==> src/rtl/smb_pec_pkg.sv <==
package smb_pec_pkg;
    localparam int unsigned PEC_W    = 8;
    localparam logic [7:0]  PEC_POLY = 8'h07;
    localparam logic [7:0]  PEC_INIT = 8'h00;

    // status flag positions inside the set/clear vectors
    localparam int unsigned ST_DEV = 0;
    localparam int unsigned ST_CRC = 1;
    localparam int unsigned ST_CFG = 2;
    localparam int unsigned ST_N   = 3;
endpackage

==> src/rtl/smb_pec_accum.sv <==
module smb_pec_accum #(
    parameter int unsigned   W    = 8,
    parameter logic [W-1:0]  POLY = 8'h07,
    parameter logic [W-1:0]  INIT = 8'h00
) (
    input  logic         clk,
    input  logic         rst_n,
    input  logic         clear,
    input  logic         finish,
    input  logic         byte_vld,
    input  logic         byte_rx,
    input  logic [W-1:0] byte_data,
    output logic [W-1:0] crc_q,
    output logic         rd_end,
    output logic         residue_bad
);
    typedef struct packed {
        logic [W-1:0] crc;
        logic         any;
        logic         last_rx;
    } acc_t;

    acc_t st_d, st_q, mid;
    logic [W-1:0] work;

    always_comb begin
        mid = st_q;
        if (clear) begin
            mid.crc     = INIT;
            mid.any     = 1'b0;
            mid.last_rx = 1'b0;
        end
        work = mid.crc ^ byte_data;
        for (int k = 0; k < int'(W); k++) begin
            work = work[W-1] ? ((work << 1) ^ POLY) : (work << 1);
        end
        if (byte_vld) begin
            mid.crc     = work;
            mid.any     = 1'b1;
            mid.last_rx = byte_rx;
        end
        rd_end      = finish & mid.any & mid.last_rx;
        residue_bad = (mid.crc != '0);
        st_d        = mid;
        if (finish) begin
            st_d.any = 1'b0;
        end
    end

    always_ff @(posedge clk or negedge rst_n) begin
        if (!rst_n) begin
            st_q <= '{crc: INIT, any: 1'b0, last_rx: 1'b0};
        end else begin
            st_q <= st_d;
        end
    end

    assign crc_q = st_q.crc;


    start_clears_chk: assert property (@(posedge clk) disable iff (!rst_n)
        (clear && !byte_vld) |=> (crc_q == INIT));


    idle_holds_crc_chk: assert property (@(posedge clk) disable iff (!rst_n)
        (!clear && !byte_vld) |=> $stable(crc_q));
endmodule

==> src/rtl/smb_pec_sticky.sv <==
module smb_pec_sticky #(
    parameter int unsigned N = 3
) (
    input  logic         clk,
    input  logic         rst_n,
    input  logic [N-1:0] set,
    input  logic [N-1:0] clr,
    output logic [N-1:0] flags
);
    logic [N-1:0] flag_d, flag_q;

    for (genvar i = 0; i < int'(N); i++) begin : g_flag
        always_comb begin
            flag_d[i] = set[i] | (flag_q[i] & ~clr[i]);
        end


        sticky_hold_chk: assert property (@(posedge clk) disable iff (!rst_n)
            (flags[i] && !clr[i]) |=> flags[i]);


        set_wins_chk: assert property (@(posedge clk) disable iff (!rst_n)
            set[i] |=> flags[i]);
    end

    always_ff @(posedge clk or negedge rst_n) begin
        if (!rst_n) begin
            flag_q <= '0;
        end else begin
            flag_q <= flag_d;
        end
    end

    assign flags = flag_q;
endmodule

==> src/rtl/smb_pec_engine.sv <==
module smb_pec_engine
    import smb_pec_pkg::*;
(
    input  logic       clk,
    input  logic       rst_n,
    input  logic       txn_start,
    input  logic       txn_end,
    input  logic       byte_vld,
    input  logic       byte_rx,
    input  logic [7:0] byte_data,
    input  logic       auto_en,
    input  logic       sw_pec_en,
    input  logic [7:0] sw_pec,
    input  logic [2:0] status_clr,
    output logic [7:0] pec_out,
    output logic       dev_err,
    output logic       crc_err,
    output logic       cfg_err
);
    logic [PEC_W-1:0] crc_q;
    logic             rd_end;
    logic             residue_bad;
    logic             chk_fail;
    logic [ST_N-1:0]  st_set;
    logic [ST_N-1:0]  st_flags;

    smb_pec_accum #(
        .W    (PEC_W),
        .POLY (PEC_POLY),
        .INIT (PEC_INIT)
    ) accum_i (
        .clk         (clk),
        .rst_n       (rst_n),
        .clear       (txn_start),
        .finish      (txn_end),
        .byte_vld    (byte_vld),
        .byte_rx     (byte_rx),
        .byte_data   (byte_data),
        .crc_q       (crc_q),
        .rd_end      (rd_end),
        .residue_bad (residue_bad)
    );

    always_comb begin
        chk_fail       = auto_en & rd_end & residue_bad;
        st_set         = '0;
        st_set[ST_DEV] = chk_fail;
        st_set[ST_CRC] = chk_fail;
        st_set[ST_CFG] = auto_en & sw_pec_en;
    end

    smb_pec_sticky #(
        .N (ST_N)
    ) status_i (
        .clk   (clk),
        .rst_n (rst_n),
        .set   (st_set),
        .clr   (status_clr),
        .flags (st_flags)
    );

    assign pec_out = auto_en ? crc_q : sw_pec;
    assign dev_err = st_flags[ST_DEV];
    assign crc_err = st_flags[ST_CRC];
    assign cfg_err = st_flags[ST_CFG];


    crc_implies_dev_chk: assert property (@(posedge clk) disable iff (!rst_n)
        $rose(crc_err) |-> dev_err);


    crc_needs_end_chk: assert property (@(posedge clk) disable iff (!rst_n)
        $rose(crc_err) |-> $past(txn_end));


    no_check_manual_chk: assert property (@(posedge clk) disable iff (!rst_n)
        !auto_en |=> !$rose(crc_err));


    cfg_conflict_chk: assert property (@(posedge clk) disable iff (!rst_n)
        (auto_en && sw_pec_en) |=> cfg_err);
endmodule

==> config.mk <==
export PLATFORM = sky130hd
export DESIGN_NAME = smb_pec_engine
export DESIGN_NICKNAME = d
export VERILOG_FILES = /design/src/rtl/smb_pec_pkg.sv /design/src/rtl/smb_pec_accum.sv /design/src/rtl/smb_pec_sticky.sv /design/src/rtl/smb_pec_engine.sv
export SDC_FILE = /design/constraint.sdc
export NUM_CORES = 1
export LEC_CHECK = 0
export BUFFER_PORTS_ARGS = -buffer_cell sky130_fd_sc_hd__buf_2
export CORE_MARGIN = 3
export CORE_UTILIZATION = 45
export DETAILED_ROUTE_END_ITERATION = 6
export GPL_TIMING_DRIVEN = 0
export HOLD_SLACK_MARGIN = 0.15
export PLACE_DENSITY = 0.72
export REMOVE_ABC_BUFFERS = 1
export SLEW_MARGIN = 25
export SYNTH_ARGS = -nofsm -noshare
export SYNTH_HDL_FRONTEND = slang
export SYNTH_SLANG_ARGS = --single-unit
==> constraint.sdc <==
create_clock -name clk -period 2.5 [get_ports clk]
set_clock_uncertainty 0.2 [all_clocks]
set_input_delay 0.125 -clock clk [delete_from_list [all_inputs] [get_ports clk]]
set_output_delay 0.125 -clock clk [all_outputs]
set_load 0.1 [all_outputs]
==> results_dict.tcl, run 1 <==
set metrics [dict create \
    whs_path_depth 3 \
    synth_top_area_cell "dfrtp_1" \
    antenna_found_initial 0 \
    cts_tree "done" \
    grt_pass1_wl_um 4870 \
    slew_violations 0 \
    synthAdderAreaFrac 0 \
    timing.critical_path.from "accum_i.crc_q[7]" \
    maxCapViolations 0 \
    fin_crit_ps 2450 \
    yosys.area_share.xor_xnor 0.212 \
    status "complete, no violations" \
    synth_cell_types 35 \
    path_clk_slew_ps 100 \
    p_per_area_mw_per_mm2 1050 \
    first_iter_violations 47 \
    setup_viol 0 \
    grt_overflow_total 0 \
    crit_path_end_kind "flip-flop" \
    clock.fmax_ghz 0.408 \
    die_h_um 55.4 \
    wl_um 2960 \
    track_usage 0.193 \
    final_nets 209 \
    multi_input_area_um2 777 \
    gp_congestion 0.805 \
    row_count 17 \
    syn_area_per_cell_um2 8.71 \
    dr.pass1.iters 4 \
    clockRootBuffer "clkbuf_4" \
    core-area_mm2 0.00225 \
    synth-simple-area-share 0.194 \
    layout-drive-gt1-share 0.343 \
    hp-start "txn_start" \
    ff2ff_path_depth 7 \
    cts_sinks 13 \
    synth-compound-area-share 0.122 \
    synth.cell_area_mm2 0.00110 \
    htree_levels 1 \
    cts_buffer_depth 2 \
    nFillCells 190 \
    timing.critical_path.buf_inv 0 \
    cpMaxStageDelayCell "dfrtp_2" \
    cts_buffers 3 \
    hold_end "accum_i.crc_q[6]" \
    tightest_slew_ps 633 \
    cp_max_fo 4 \
    seq_area_um2 327 \
    ant_nets 0 \
    slowest_delay_ps 450 \
    power_uw 1640 \
    holdCritPathClass "in2reg" \
    synth_top_family_by_area "XOR/XNOR gates" \
    cp.arrival_ps 2410 \
    die-area_mm2 0.00307 \
    leakage_uw 0.000743 \
    fin_cells 209 \
    ir_drop_mv 0.779 \
    period_share 0.980 \
    area_growth_syn_to_layout_pct 42.6 \
    route.vias.total 1097 \
    first_global_vias 1081 \
    r2r_end "status_i.flags[0]" \
    ys_seq_elements 13 \
    drc_errors 0 \
    required_ps 2460 \
    ios 38 \
    initial_core_util 0.487 \
    yosys_warnings 0 \
    seq_area_frac_synth 0.296 \
    crit_family "simple AND/OR/NAND/NOR gates" \
    synthMuxAreaShare 0.133 \
    num_antenna_cells 0 \
    syn_inst 126 \
    regToRegStartpoint "accum_i.crc_q[7]" \
    worstPathCellList "xnor2_1 > or3_1 > and2_4 > xnor3_1 > mux2_4 > mux2i_2 > nand3_1" \
    portBuffers 37 \
    worstSetupPathType "reg2reg" \
    r2r_setup_slack_ps 50 \
    post_drt_wl_per_cell_um 14.1 \
    hpwl_um 2000 \
    rsz0062_at_grt "true" \
    synth_top_area_share 0.296 \
    worstSkewPairLatency_ps 290 \
    die_w_um 55.4 \
    worstSetupStartpointType "flip-flop" \
    grt_max_degree 22 \
    dp_cells 186 \
    synth_area_leaders "dfrtp_1 (30%), xnor2_1 (14%), mux2_2 (9.2%)" \
    viasPerCell 5.25 \
    hold_viol_final 0 \
    slew_headroom 0.576 \
]
-- kinds of logic (layout without fill, tap and decap cells) --
family | Yosys count | count (layout)
simple gates | 43 | 43
compound gates | 20 | 20
buf+inv | 12 | 67
xor+xnor | 25 | 25
flops | 13 | 13
mux | 13 | 13
-- power breakdown --
part	internal, µW	total [µW]	leakage (µW)	switching (µW)
Sequential	280	358	0.000163	77.9
Combinational	459	1130	0.000565	675
Clock	61.9	143	0.0000150	81.4
-- state kept, by name, summed over array words and instances, names as in the netlist --
| signal | count |
|---|---|
| accum_i.crc_q | 8 |
| accum_i.st_q | 2 |
| status_i.flags | 3 |
-- cell usage after synthesis --
cell type	n
a2111oi_0	1
a211o_1	1
a21oi_1	3
a22o_1	1
a22oi_1	1
a2bb2oi_1	1
a311oi_1	1
and2_1	2
and3_1	2
buf_2	1
clkbuf_1	4
dfrtp_1	13
inv_1	6
inv_2	1
mux2_2	9
mux2_4	1
mux2i_1	3
nand2_1	10
nand2b_1	4
nand3_1	5
nor2_1	9
nor2b_1	4
nor3_1	3
nor4_1	1
o2111ai_1	1
o21a_1	2
o21ai_0	5
o21ai_1	1
o22ai_1	1
o31ai_1	1
or3_1	2
or4_1	1
xnor2_1	18
xnor3_1	1
xor2_1	6
-- cell usage in the layout (no fill, tap or decap), drive strengths merged --
| cell type | count |
|---|---|
| nand2b | 4 |
| a22oi | 1 |
| xnor2 | 18 |
| buf | 41 |
| clkbuf | 4 |
| nor3 | 3 |
| o22ai | 1 |
| inv | 7 |
| and3 | 2 |
| mux2 | 10 |
| or4 | 1 |
| xor2 | 6 |
| o2111ai | 1 |
| a2111oi | 1 |
| nand3 | 5 |
| o21a | 2 |
| a211o | 1 |
| dlygate4sd3 | 14 |
| nor2 | 9 |
| o31ai | 1 |
| o21ai | 6 |
| dlymetal6s4s | 1 |
| and2 | 2 |
| a22o | 1 |
| nor2b | 4 |
| nand2 | 10 |
| xnor3 | 1 |
| dfrtp | 13 |
| a311oi | 1 |
| a2bb2oi | 1 |
| nor4 | 1 |
| or3 | 2 |
| mux2i | 3 |
| a21oi | 3 |
-- worst reg2reg max path, cell delays in order (launching register included) --
cell,delay [ps]
dfrtp_2,450
xnor2_1,150
or3_1,340
and2_4,170
xnor3_1,380
mux2_4,330
mux2i_2,210
nand3_1,100
-- final cells by class --
type,count,share of cell area
sequential,13,0.209
inverter,7,0.0168
clock buffer,4,0.0168
timing repair buffer,56,0.239
tap,28,0.0224
multi-input combinational,101,0.496
-- stage by stage --
step | TNS (ps) | hold WS [ps] | util | instance area (µm²) | worst slack [ps]
2_1_floorplan | 0 | -371 | - | 1080 | 147
3_3_place_gp | -50.9 | -164 | 0.575 | 1300 | -25.8
3_5_place_dp | -224 | -163 | 0.575 | 1300 | -112
4_1_cts | 0 | 151 | 0.660 | 1490 | 5.62
5_1_grt | -98.5 | 200 | 0.694 | 1570 | -58.4
6_report | 0 | 173 | 0.694 | 1570 | 49.0
-- worst max-delay path by stage --
| stage | endpoint | slack [ps] | cells past startpoint |
|---|---|---|---|
| CTS | status_i.flags[1] | 6 | 7 |
| finish | status_i.flags[0] | 50 | 7 |
| floorplan | status_i.flags[0] | 150 | 7 |
| global route | status_i.flags[0] | -60 | 9 |
| global placement | status_i.flags[1] | -30 | 7 |
| detailed placement | status_i.flags[1] | -110 | 7 |
-- routing by layer --
| layer | global-route usage | vias up | share of wire |
|---|---|---|---|
| li1 | - | 540 | - |
| met1 | 0.243 | 522 | 0.44 |
| met2 | 0.333 | 31 | 0.52 |
| met3 | 0.0304 | 4 | 0.036 |
| met4 | 0.0660 | 0 | 0.0088 |
| met5 | 0 | - | 0 |
-- timing repair --
action                                  in CTS  in global routing
hold buffers                                15                  0
resized for setup                            1                 12
pin swaps                                    1                  4
endpoints found under the hold margin       25                  0
buffers inserted                             1                  4
endpoints found under the setup margin       2                  3
(Power assumes the default switching activity.)
==> run 2: changes to the inputs <==
BUFFER_PORTS_ARGS = not set   (was -buffer_cell sky130_fd_sc_hd__buf_2)
DONT_BUFFER_PORTS = 1   (was not set)
PLACE_DENSITY = 0.58   (was 0.72)
SLEW_MARGIN = 5   (was 25)
==> run 2 against run 1 <==
Compared with the run above: first-iteration DRC count is 64% lower; cell count fell by 16%; non-clock buffer count fell by 33; cell area down 12%; critical path depth unchanged; largest cell class unchanged; highest routed layer unchanged.
==> results_dict.tcl, run 2 (synthesized netlist as in run 1, its figures left out) <==
set metrics [dict create \
    ant_nets 0 \
    tightest_slew_ps 895 \
    finalSetupTns_ps 0 \
    mostFrequentLayoutCells "dlygate4sd3_1 (20), xnor2_1 (17), dfrtp_1 (12)" \
    dr.pass1.iters 4 \
    worstSkewPairLatency_ps 290 \
    holdCritPathClass "in2reg" \
    cts_sinks 13 \
    drc_errors 0 \
    slew_violations 0 \
    power_uw 1520 \
    layout-drive-gt1-share 0.155 \
    grt_overflow_total 0 \
    place_area_mm2 0.00111 \
    setup_viol 0 \
    final_util 0.614 \
    wl_um 2750 \
    route.vias.total 953 \
    setup_ws_ps 9.73 \
    cts_buffers 3 \
    post_drt_wl_per_cell_um 15.6 \
    ir_drop_mv 0.628 \
    track_usage 0.187 \
    layout_commonest_cell "dlygate4sd3_1" \
    fin_crit_ps 2490 \
    p_comb_frac 0.646 \
    ios 38 \
    switching_share 0.509 \
    area_growth_syn_to_layout_pct 26.1 \
    path_clk_slew_ps 80 \
    largest_register_ffs 8 \
    clockRootBuffer "clkbuf_4" \
    p_per_area_mw_per_mm2 1100 \
    worstSetupPathType "reg2reg" \
    htree_levels 1 \
    p_int_uw 746 \
    cp_max_fo 4 \
    first_iter_violations 17 \
    die_h_um 55.4 \
    die_w_um 55.4 \
    cts_buffer_depth 2 \
    initial_core_util 0.487 \
    antenna_found_initial 0 \
    cp.arrival_ps 2440 \
    finish.instance_area_mm2 0.00138 \
    grt_max_degree 15 \
    required_ps 2450 \
    crit_path_end_kind "flip-flop" \
    gp_congestion 0.806 \
    hpwl_um 1850 \
    viasPerCell 5.41 \
    dp_slack_ps -67.9 \
    worstSetupStartpointType "flip-flop" \
    grt_pass1_wl_um 4500 \
    core-area_mm2 0.00225 \
    clock.fmax_ghz 0.402 \
    cts_tree "done" \
    p_switching_uw 774 \
    slew_headroom 0.403 \
    row_count 17 \
    rsz0062_at_grt "true" \
    die-area_mm2 0.00307 \
    first_global_vias 953 \
    seqPwrFrac 0.259 \
    leakage_uw 0.000595 \
    period_share 0.996 \
    num_antenna_cells 0 \
    maxCapViolations 0 \
    portBuffers 0 \
    status "complete, no violations" \
    clockPowerShare 0.094 \
    final_nets 176 \
    hold_viol_final 0 \
]
==> run 2: final timing paths <==
kind / start / end / slack, ps / cells past startpoint
max: accum_i.crc_q[7] / status_i.flags[1] / 10 / 7
min: txn_start / accum_i.crc_q[0] / 150 / 5
max reg2reg: accum_i.crc_q[7] / status_i.flags[1] / 10 / 7
min reg2reg: accum_i.st_q[0] / accum_i.st_q[0] / 300 / 2
min in group asynchronous: rst_n / accum_i.crc_q[5] / 630 / 2
max in group asynchronous: rst_n / accum_i.crc_q[7] / 980 / 2
==> run 2: timing repair <==
item                       4_1_cts  5_1_grt
hold endpoints to repair        26        0
setup endpoints to repair        2        3
setup buffers                    1        2
gates resized for setup          1        6
hold buffers                    20        0
pin swaps                        1        1
==> run 2: power by group through the flow <==
stage          clock (µW)  combinational [µW]  sequential, µW
6_report              144                 983             394
5_1_grt               151                1050             406
4_1_cts               147                 940             401
3_5_place_dp            0                 837             402
3_3_place_gp            0                 830             400
2_1_floorplan           0                 776             377
==> run 2: metrics by stage <==
stage / instances / hold slack (ps)
floorplan: 121 / -371
global placement: 149 / -370
detailed placement: 149 / -370
CTS: 174 / 179
global route: 176 / 188
finish: 176 / 154
==> run 2: layout make-up <==
cell class	instances	area, µm²
fillers	228	871
multi-input cells	101	747
flip-flops and latches	13	327
repair buffers	23	223
well taps	28	35.0
clock buffers	4	26.3
inverters	7	26.3
==> run 2: critical path, stage by stage (launching register included) <==
cell	delay, ps
dfrtp_2	450
xnor2_1	150
or3_1	370
and2_4	170
xnor3_1	380
mux2_4	340
mux2i_2	190
nand3_1	100
==> run 2: routing by layer <==
| layer | GRT usage | vias up | share of wire | routed length, µm |
|---|---|---|---|---|
| li1 | - | 480 | - | - |
| met2 | 0.294 | 31 | 0.46 | 1250 |
| met3 | 0.0350 | 2 | 0.074 | 202 |
| met1 | 0.256 | 440 | 0.47 | 1280 |
| met5 | 0 | - | 0 | 0 |
| met4 | 0.0625 | 0 | 0.0051 | 14 |
==> run 3: changes to the inputs <==
GPL_ROUTABILITY_DRIVEN = 0   (was not set)
SETUP_SLACK_MARGIN = 0.15   (was not set)
==> run 3 against run 2 <==
Compared with the run above: routed wire length increased by 3.2%; sequential cell count unchanged; critical path depth unchanged; sequential power about the same; hold slack improved by 0.52 ps; utilization increased by 0.89 points; non-clock buffer count increased by 2; combinational power increased by 4%; maximum frequency increased by 0.47%; sequential share of layout area decreased by 0.34 points; global-route usage decreased by 0.079 points; critical endpoint unchanged.
==> results_dict.tcl, run 3 (synthesized netlist as in run 1, its figures left out) <==
set metrics [dict create \
    slowest_delay_ps 450 \
    ant_nets 0 \
    slew_violations 0 \
    grt_pass1_wl_um 4460 \
    p_per_area_mw_per_mm2 1110 \
    portBuffers 0 \
    mostFrequentLayoutCells "dlygate4sd3_1 (20), xnor2_1 (16), dfrtp_1 (12)" \
    rsz0062_at_grt "true" \
    track_usage 0.186 \
    setup_viol 0 \
    route.vias.total 966 \
    post_drt_wl_per_cell_um 15.9 \
    maxCapViolations 0 \
    row_count 17 \
    ff2ff_path_depth 7 \
    cp.arrival_ps 2430 \
    status "complete, no violations" \
    finish.instance_area_mm2 0.00140 \
    dr.pass1.iters 4 \
    fin_crit_ps 2480 \
    worst-path-stages 7 \
    crit_end "status_i.flags[1]" \
    hpwl_um 1850 \
    ios 38 \
    r2r_setup_slack_ps 20 \
    worstSetupStartpointType "flip-flop" \
    crit_family "simple AND/OR/NAND/NOR gates" \
    leakage_uw 0.000607 \
    layout-drive-gt1-share 0.167 \
    setup_ws_ps 21.3 \
    place_area_mm2 0.00111 \
    viasPerCell 5.43 \
    timing.critical_path.from "accum_i.crc_q[7]" \
    drc_errors 0 \
    core-area_mm2 0.00225 \
    first_iter_violations 19 \
    dp_slack_ps -67.9 \
    path_clk_slew_ps 90 \
    htree_levels 1 \
    hold_viol_final 0 \
    worstSetupPathType "reg2reg" \
    cts_tree "done" \
    timing.critical_path.buf_inv 0 \
    slew_headroom 0.403 \
    worstPathCellList "xnor2_1 > or3_1 > and2_4 > xnor3_1 > mux2_4 > mux2i_2 > nand3_1" \
    tightest_slew_ps 896 \
    layout_commonest_cell "dlygate4sd3_1" \
    area_growth_syn_to_layout_pct 27.9 \
    cts_sinks 13 \
    ir_drop_mv 0.657 \
    r2r_end "status_i.flags[1]" \
    wl_um 2830 \
    worstSkewPairLatency_ps 290 \
    die-area_mm2 0.00307 \
    clock.fmax_ghz 0.403 \
    cp_max_fo 4 \
    first_global_vias 935 \
    hp-start "txn_start" \
    num_antenna_cells 0 \
    regToRegStartpoint "accum_i.crc_q[7]" \
    cpMaxStageDelayCell "dfrtp_2" \
    cts_buffer_depth 2 \
    largest_register_ffs 8 \
    die_h_um 55.4 \
    crit_path_end_kind "flip-flop" \
    cts_buffers 3 \
    holdCritPathClass "in2reg" \
    required_ps 2450 \
    grt_max_degree 17 \
    clockRootBuffer "clkbuf_4" \
    period_share 0.991 \
    final_nets 178 \
    grt_overflow_total 0 \
    initial_core_util 0.487 \
    antenna_found_initial 0 \
    die_w_um 55.4 \
]
-- run 3: timing repair --
item / in CTS / in global routing
hold buffers: 20 / 0
resized for setup: 2 / 5
endpoints found under the setup margin: 3 / 4
hold endpoints to repair: 26 / 0
buffers inserted: 3 / 2
pin swaps: 1 / 1
-- run 3: final cells by class --
| cell class | count | area, µm² |
|---|---|---|
| inverter | 7 | 26.3 |
| fill | 222 | 851 |
| sequential | 13 | 327 |
| timing repair buffer | 25 | 238 |
| clock buffer | 4 | 26.3 |
| tap | 28 | 35.0 |
| multi-input combinational | 101 | 752 |
-- run 3: where the power goes --
| part | internal, µW | switching [µW] |
|---|---|---|
| Sequential | 279 | 115 |
| Clock | 61.9 | 82.5 |
| Combinational | 427 | 592 |
| Total | 768 | 789 |
-- run 3: how the worst min path moves through the flow --
stage,end,depth (start not counted)
floorplan,accum_i.crc_q[0],0
global placement,accum_i.crc_q[5],0
detailed placement,accum_i.crc_q[5],0
CTS,status_i.flags[0],5
global route,accum_i.crc_q[0],5
finish,accum_i.crc_q[0],5
-- run 3: worst min-delay path: cells and delay by family --
kind / cells / cell delay [ps]
and+or+nand+nor: 3 / 340
xor gates and xnor gates: 2 / 130
-- run 3: through the flow --
step                utilization  total power (µW)  TNS [ps]  hold slack (ps)  cells
floorplan                     -              1150         0             -371    121
global placement          0.493              1230      -112             -370    149
detailed placement        0.493              1240      -136             -370    149
CTS                       0.608              1510         0              180    176
global route              0.623              1640      -108              196    178
finish                    0.623              1560         0              155    178
-- run 3: metal layers --
metal / global-route usage / wire, µm / up-vias / share of wire
li1: - / - / 480 / -
met1: 0.251 / 1320 / 447 / 0.46
met2: 0.292 / 1300 / 35 / 0.46
met3: 0.0421 / 186 / 4 / 0.066
met4: 0.0625 / 26 / 0 / 0.0092
met5: 0 / 0 / - / 0
